**config.mk**
```make
export PLATFORM = sky130hd
export DESIGN_NAME = useq_sequencer
export DESIGN_NICKNAME = d
export VERILOG_FILES = /design/src/rtl/useq_pkg.sv /design/src/rtl/useq_cond_mux.sv /design/src/rtl/useq_map.sv /design/src/rtl/useq_next_sel.sv /design/src/rtl/useq_sequencer.sv
export SDC_FILE = /design/constraint.sdc
export NUM_CORES = 1
export LEC_CHECK = 0
export BUFFER_PORTS_ARGS = -buffer_cell sky130_fd_sc_hd__buf_4
export CAP_MARGIN = 0
export CORE_MARGIN = 2
export CORE_UTILIZATION = 40
export CTS_CLUSTER_DIAMETER = 40
export CTS_CLUSTER_SIZE = 25
export DETAILED_ROUTE_END_ITERATION = 8
export HOLD_SLACK_MARGIN = 0.03
export MAX_ROUTING_LAYER = met4
export PLACE_DENSITY = 0.7
export REMOVE_ABC_BUFFERS = 1
export SYNTH_ARGS = -nofsm -noshare
export SYNTH_HDL_FRONTEND = slang
export SYNTH_SLANG_ARGS = --single-unit
```
**constraint.sdc**
```tcl
create_clock -name clk -period 2.05 [get_ports clk]
set_input_delay 0.205 -clock clk [delete_from_list [all_inputs] [get_ports clk]]
set_output_delay 0.205 -clock clk [all_outputs]
set_load 0.01 [all_outputs]
```
**src/rtl/useq_pkg.sv**
```systemverilog
package useq_pkg;
  typedef enum logic [1:0] {
    SEQ_COND = 2'b00,
    SEQ_MAP  = 2'b01,
    SEQ_CALL = 2'b10,
    SEQ_RET  = 2'b11
  } seq_op_e;
endpackage

```
**src/rtl/useq_cond_mux.sv**
```systemverilog
module useq_cond_mux #(
  parameter int STAT_W = 4,
  parameter int SEL_W  = $clog2(STAT_W + 1)
) (
  input  logic [SEL_W-1:0]  cond_sel,
  input  logic [STAT_W-1:0] status,
  output logic              cond_true
);
  localparam int NSEL = 1 << SEL_W;

  logic [NSEL-1:0] choice;

  // Slot 0 is constant true, slots 1..STAT_W carry status, the rest are false.
  for (genvar i = 0; i < NSEL; i++) begin : g_choice
    if (i == 0) begin : g_true
      assign choice[i] = 1'b1;
    end else if (i <= STAT_W) begin : g_stat
      assign choice[i] = status[i-1];
    end else begin : g_false
      assign choice[i] = 1'b0;
    end
  end

  assign cond_true = choice[cond_sel];
endmodule

```
**src/rtl/useq_map.sv**
```systemverilog
module useq_map #(
  parameter int ADDR_W    = 8,
  parameter int OPC_W     = 4,
  parameter int MAP_SHIFT = 2
) (
  input  logic [OPC_W-1:0]  opcode,
  output logic [ADDR_W-1:0] map_addr
);
  logic [ADDR_W-1:0] opc_ext;

  assign opc_ext  = ADDR_W'(opcode);
  assign map_addr = opc_ext << MAP_SHIFT;
endmodule

```
**src/rtl/useq_next_sel.sv**
```systemverilog
module useq_next_sel
  import useq_pkg::*;
#(
  parameter int ADDR_W = 8
) (
  input  logic [1:0]        seq_op,
  input  logic              cond_true,
  input  logic [ADDR_W-1:0] car,
  input  logic [ADDR_W-1:0] br_addr,
  input  logic [ADDR_W-1:0] map_addr,
  input  logic [ADDR_W-1:0] ret_q,
  output logic [ADDR_W-1:0] car_next,
  output logic [ADDR_W-1:0] ret_next,
  output logic              ret_load
);
  localparam logic [ADDR_W-1:0] ONE = ADDR_W'(1);

  logic [ADDR_W-1:0] car_inc;

  assign car_inc  = car + ONE;
  assign ret_next = car_inc;

  always_comb begin
    car_next = car_inc;
    ret_load = 1'b0;
    unique case (seq_op_e'(seq_op))
      SEQ_COND: car_next = cond_true ? br_addr : car_inc;
      SEQ_MAP:  car_next = map_addr;
      SEQ_CALL: begin
        car_next = cond_true ? br_addr : car_inc;
        ret_load = cond_true;
      end
      SEQ_RET:  car_next = ret_q;
      default:  car_next = car_inc;
    endcase
  end
endmodule

```
**src/rtl/useq_sequencer.sv**
```systemverilog
module useq_sequencer
  import useq_pkg::*;
#(
  parameter int ADDR_W    = 8,
  parameter int OPC_W     = 4,
  parameter int STAT_W    = 4,
  parameter int MAP_SHIFT = 2,
  parameter int SEL_W     = $clog2(STAT_W + 1)
) (
  input  logic              clk,
  input  logic              rst,
  input  logic [1:0]        seq_op,
  input  logic [SEL_W-1:0]  cond_sel,
  input  logic [ADDR_W-1:0] br_addr,
  input  logic [OPC_W-1:0]  opcode,
  input  logic [STAT_W-1:0] status,
  output logic [ADDR_W-1:0] car
);
  localparam logic [ADDR_W-1:0] ONE      = ADDR_W'(1);
  localparam logic [ADDR_W-1:0] SLOT_MSK = ADDR_W'(((1 << OPC_W) - 1) << MAP_SHIFT);

  logic              cond_true;
  logic [ADDR_W-1:0] map_addr;
  logic [ADDR_W-1:0] car_next;
  logic [ADDR_W-1:0] ret_next;
  logic              ret_load;
  logic [ADDR_W-1:0] ret_q;

  useq_cond_mux #(.STAT_W(STAT_W), .SEL_W(SEL_W)) u_cond (
    .cond_sel (cond_sel),
    .status   (status),
    .cond_true(cond_true)
  );

  useq_map #(.ADDR_W(ADDR_W), .OPC_W(OPC_W), .MAP_SHIFT(MAP_SHIFT)) u_map (
    .opcode  (opcode),
    .map_addr(map_addr)
  );

  useq_next_sel #(.ADDR_W(ADDR_W)) u_sel (
    .seq_op   (seq_op),
    .cond_true(cond_true),
    .car      (car),
    .br_addr  (br_addr),
    .map_addr (map_addr),
    .ret_q    (ret_q),
    .car_next (car_next),
    .ret_next (ret_next),
    .ret_load (ret_load)
  );

  always_ff @(posedge clk) begin
    if (rst) begin
      car   <= '0;
      ret_q <= '0;
    end else begin
      car <= car_next;
      if (ret_load) ret_q <= ret_next;
    end
  end

  // a false condition on a branch or call advances by one.
  a_r2_incr_on_false: assert property (@(posedge clk) disable iff (rst)
    ((seq_op == SEQ_COND || seq_op == SEQ_CALL) && !cond_true) |=> (car == $past(car) + ONE));

  // a true branch lands on the branch field.
  a_r4_branch_taken: assert property (@(posedge clk) disable iff (rst)
    (seq_op == SEQ_COND && cond_true) |=> (car == $past(br_addr)));

  // a mapped address has no bits set outside the opcode slot.
  a_r5_map_slot: assert property (@(posedge clk) disable iff (rst)
    (seq_op == SEQ_MAP) |=> ((car & ~SLOT_MSK) == '0));

  // a taken call jumps and saves the old address plus one.
  a_r6_call_save: assert property (@(posedge clk) disable iff (rst)
    (seq_op == SEQ_CALL && cond_true) |=> (ret_q == $past(car) + ONE && car == $past(br_addr)));

  // a return lands on the saved address and leaves it in place.
  a_r7_return: assert property (@(posedge clk) disable iff (rst)
    (seq_op == SEQ_RET) |=> (car == $past(ret_q) && $stable(ret_q)));
endmodule

```
==> flow_summary.json, run 1 <==
{
  "drtIter0Drc": 14,
  "critPathKind": "flop to flop",
  "ys_async_sr_fraction": 0,
  "fp-row-count": 18,
  "synthAdderAreaFrac": 0.01235,
  "drc_errors": 0,
  "clock_latency_ps": 290,
  "required_ps": 2230,
  "nFillCells": 232,
  "port_buffers": 30,
  "fin_skew_ps": 3.302,
  "hold_path_end": "car[1]",
  "grt_pass1_vias": 928,
  "reg2reg_from": "car[2]",
  "synth_top_family_by_area": "compound AO/OA/AOI/OAI gates",
  "synth_top_area_cell": "dfxtp_1",
  "place_inst": 172,
  "path_cells": "nand3_2 > o31a_1 > a2111oi_2 > a211oi_1",
  "path_delay_family": "compound AO/OA/AOI/OAI gates",
  "hp-class": "primary input to flop",
  "grt_max_degree": 21,
  "cts-hold-fix-buffers": 0,
  "dp_hpwl_um": 1892,
  "synth_area_mm2": 0.001013,
  "r2r_end": "ret_q[7]",
  "synth-seq-cells": 16,
  "post_cts_buffers": 0,
  "synthToLayoutAreaGrowth_pct": 24.20,
  "initial_core_util": 0.4167,
  "gr-total-overflow": 0,
  "drt_wl_total_um": 2542,
  "ir_drop_uv": 416.1,
  "layout_commonest_cell": "buf_4",
  "synth_xor_xnor_area_share": 0.03457,
  "rsz0062_at_grt": "false",
  "synth_compound_area_frac": 0.2630,
  "setup_tns_ps": 0,
  "critPathMaxStageDelay_ps": 460,
  "grt_pass1_wl_um": 4243,
  "cts_resized": 0,
  "synth_mux_area_frac": 0.07160,
  "yosysTopAreaCellShare": 0.3160,
  "wire_per_inst_um": 14.53,
  "path_clk_slew_ps": 100,
  "power_density_mw_per_mm2": 542.2,
  "regArea_um2": 320.3,
  "min_path_cells": 2,
  "crit_path_end_kind": "flop",
  "grt_usage": 0.2049,
  "maxCapViolCount": 0,
  "synth_cells": 119,
  "die_x_um": 54.34,
  "worst_pin_slew_ps": 618.7,
  "r2r_cells": 4,
  "synth_ff_type": "dfxtp_1",
  "ys_warn_count": 0,
  "cts_buffers": 3,
  "synth.distinct_cells": 43,
  "highest_layer": "met4",
  "stdcell_count": 175,
  "cts_tree": "done",
  "slew_violations": 0,
  "gp_congestion": 0.8577,
  "crit_start": "car[2]",
  "synth-simple-area-share": 0.2444,
  "io_pins": 31,
  "dr_wl_met3_um": 131,
  "path_buf_inv": 0,
  "slew_headroom": 0.5860,
  "setup_violations": 0,
  "viasPerCell": 5.703,
  "antenna_found_initial": 0,
  "clock_path_buffers": 2,
  "diodes": 0,
  "min_from": "br_addr[1]",
  "hold_viol_final": 0,
  "cts-root-buf": "clkbuf_4",
  "seq_area_frac_synth": 0.3160,
  "dieArea_mm2": 0.002952,
  "postRouteAntennaNets": 0,
  "period_share": 0.7483,
  "max_freq_ghz": 0.6519,
  "status": "finished, final reports clean",
  "dr_wl_met2_um": 1225,
  "firstDrtPassIters": 4,
  "multi_input_area_um2": 634.4,
  "cp_max_fo": 5,
  "ff2ff_setup_slack_ps": 520,
  "synth-edff-count": 0,
  "p_leak_nw": 0.4879,
  "final_nets": 171,
  "vias": 998,
  "fin_crit_ps": 1534,
  "ys_top_cells_by_area": "dfxtp_1 (32%), mux2i_1 (4.9%), a211oi_1 (4.4%)",
  "avgSynthCellArea_um2": 8.517,
  "htreeDepth": 1,
  "cts.sinks": 16,
  "drive_gt1_frac": 0.2759,
  "cp-start-kind": "flop",
  "worstPathArrival_ps": 1710,
  "core_mm2": 0.002432,
  "cp_slowest_cell": "dfxtp_1",
  "wl_met1_um": 1141,
  "final_cell_mix": "buf_4 (30), dfxtp_1 (16), nor2_1 (11), nand2_1 (8)",
  "fp.dieH_um": 54.34
}
synth_stat cells (3+ instances only):
| master | count |
|---|---|
| a211oi_1 | 6 |
| dfxtp_1 | 16 |
| inv_1 | 5 |
| mux2i_1 | 5 |
| nand2_1 | 8 |
| nand2b_1 | 6 |
| nand3_1 | 5 |
| nor2_1 | 11 |
| nor2b_1 | 4 |
| nor3_1 | 4 |
| nor3b_1 | 3 |
| xor2_1 | 3 |
cells by family after synthesis:
kind of cell | after synthesis
DFF | 16
muxes | 7
AOI/OAI and AO/OA | 32
buffers and inverters | 12
xor gates and xnor gates | 4
adders and majority gates | 1
and+or+nand+nor | 47
how the worst max path moves through the flow:
stage / to / depth (start not counted)
global route: ret_q[6] / 5
floorplan: car[1] / 3
CTS: ret_q[7] / 4
detailed placement: ret_q[4] / 5
finish: ret_q[7] / 4
global placement: ret_q[3] / 5
stage by stage:
stage | total power [mW] | instance area [um2] | hold WS (ps) | utilization | setup WS [ps]
after CTS | 0.6843 | 1259 | 154.8 | 0.5175 | 519.8
after global placement | 0.5122 | 1236 | 446.4 | 0.5082 | 475.4
after floorplan | 0.4317 | 973.4 | 277.8 | - | 631.3
after detailed placement | 0.5148 | 1236 | 452.1 | 0.5082 | 444.0
after global routing | 0.7139 | 1259 | 165.0 | 0.5175 | 399.7
final | 0.6825 | 1259 | 154.4 | 0.5175 | 516.0
state kept, by name, summed over array words and instances, names as in the netlist:
register	cells
car	8
ret_q	8
final cells by class:
class                      count  area share
clock buffer                   3     0.01789
inverter                       5     0.01491
multi-input combinational     91      0.5040
sequential                    16      0.2545
tap                           30     0.02982
timing repair buffer          30      0.1789
report_power, final:
group | total, mW | switching [mW] | internal [mW]
Sequential | 0.346 | 0.0174 | 0.328
Combinational | 0.163 | 0.0837 | 0.0794
Clock | 0.174 | 0.105 | 0.0685
per-layer routing:
layer / GRT usage / up-vias
met2: 0.3313 / 33
met5: - / -
li1: - / 495
met3: 0.04098 / 5
met4: 0.06250 / 0
met1: 0.2566 / 465
Note: power is estimated with default switching activity, not from simulation.
==> run 2, diff against run 1 <==
==> constraint.sdc (replaced) <==
create_clock -name clk -period 1.6 [get_ports clk]
set_input_delay 0.16 -clock clk [delete_from_list [all_inputs] [get_ports clk]]
set_output_delay 0.16 -clock clk [all_outputs]
set_load 0.01 [all_outputs]
==> flow_summary.json, run 2 (synthesized netlist as in run 1, its figures left out) <==
{
  "drc_errors": 0,
  "max_freq_ghz": 0.6774,
  "worst_pin_slew_ps": 437.3,
  "nFillCells": 248,
  "cp_max_fo": 4,
  "min_path_cells": 2,
  "fin_ws_ps": 123.9,
  "cp_slowest_cell": "or4_1",
  "maxCapViolCount": 0,
  "dieArea_mm2": 0.002952,
  "port_buffers": 30,
  "grtUsageMet1": 0.2810,
  "fp-row-count": 18,
  "drt_wl_total_um": 2562,
  "slew_headroom": 0.7058,
  "slew_violations": 0,
  "path_buf_inv": 0,
  "grt.busiest_layer": "met2",
  "required_ps": 1800,
  "antenna_found_initial": 0,
  "hold_path_end": "car[2]",
  "firstDrtPassIters": 4,
  "r2r_cells": 3,
  "hold_viol_final": 0,
  "period_share": 0.9226,
  "diodes": 0,
  "path_cells": "ha_2 > or4_1 > o311a_1",
  "wire_per_inst_um": 14.39,
  "cts-root-buf": "clkbuf_4",
  "htreeDepth": 1,
  "ff2ff_setup_slack_ps": 120,
  "crit_path_end_kind": "flop",
  "gp_congestion": 0.8682,
  "cts_tree": "done",
  "grt_max_degree": 21,
  "vias": 1043,
  "final_cell_mix": "buf_4 (32), dfxtp_1 (15), nor2_1 (11), nand2_1 (8)",
  "die_x_um": 54.34,
  "clock_path_buffers": 2,
  "critPathKind": "flop to flop",
  "initial_core_util": 0.4167,
  "grt_use_met2": 0.3273,
  "drtIter0Drc": 28,
  "path_delay_family": "simple AND/OR/NAND/NOR gates",
  "gr-total-overflow": 0,
  "critPathMaxStageDelay_ps": 530,
  "clock_latency_ps": 300,
  "cts_buffers": 3,
  "hp-class": "primary input to flop",
  "worstPathArrival_ps": 1670,
  "p_leak_nw": 0.5027,
  "rsz0062_at_grt": "false",
  "r2r_end": "car[1]",
  "fp.dieH_um": 54.34,
  "status": "finished, final reports clean",
  "cp-start-kind": "flop",
  "ir_drop_uv": 368.3,
  "min_from": "br_addr[2]",
  "utilization": 0.5309,
  "reg_top3": "car x8, ret_q x8",
  "postRouteAntennaNets": 0,
  "setup_violations": 0,
  "cts.sinks": 16,
  "grt_usage": 0.2159,
  "fin_crit_ps": 1476,
  "gr-usage-met3": 0.03279,
  "placed_cell_area_mm2": 0.001251,
  "dp_hpwl_um": 1871,
  "layout_commonest_cell": "buf_4",
  "path_clk_slew_ps": 100,
  "core_mm2": 0.002432,
  "final_area_mm2": 0.001291,
  "viasPerCell": 5.860,
  "place_ws_ps": 102.6,
  "reg2reg_from": "car[0]",
  "drive_gt1_frac": 0.3041,
  "grt_pass1_vias": 974,
  "io_pins": 31,
  "fin_skew_ps": 6.781,
  "grt_pass1_wl_um": 4464,
  "final_nets": 173,
  "setup_tns_ps": 0,
  "synthToLayoutAreaGrowth_pct": 27.41,
  "p_total_uw": 937.8,
  "power_density_mw_per_mm2": 726.3
}
-- run 2: layout make-up --
class / count / area (um2) / share of cell area
repair buffers: 32 / 240.2 / 0.1860
multi-input cells: 91 / 636.9 / 0.4932
inverters: 5 / 18.77 / 0.01453
well taps: 30 / 37.54 / 0.02907
clock buffers: 4 / 36.28 / 0.02810
flip-flops and latches: 16 / 321.6 / 0.2490
-- run 2: metal layers --
| metal | wire length [um] | vias to the layer above |
|---|---|---|
| li1 | - | 500 |
| met1 | 1147 | 488 |
| met2 | 1174 | 48 |
| met3 | 171 | 7 |
| met4 | 70 | 0 |
| met5 | 0 | - |
-- run 2: how the worst max path moves through the flow --
| stage | from | end | slack (ps) | cells after the start |
|---|---|---|---|---|
| after CTS | car[2] | ret_q[7] | 80 | 4 |
| after global routing | car[0] | ret_q[6] | 20 | 5 |
| after detailed placement | car[2] | ret_q[7] | 100 | 4 |
| final | car[0] | car[1] | 120 | 3 |
| after floorplan | car[0] | car[1] | 180 | 3 |
| after global placement | car[2] | ret_q[7] | 100 | 4 |
-- run 2: power by group --
group | switching, mW | internal (mW)
Sequential | 0.0225 | 0.421
Clock | 0.140 | 0.139
Combinational | 0.109 | 0.106
-- run 2: timing repair --
action | CTS | global route
buffers inserted | 0 | 0
endpoints found under the setup margin | 0 | 2
hold buffers | 0 | 0
gates resized for setup | 0 | 2
-- run 2: stage by stage --
stage               instances  hold WS (ps)
finish                    178         90.97
global route              178         86.71
CTS                       178         92.54
detailed placement        174         415.0
global placement          174         401.5
floorplan                 112         232.8
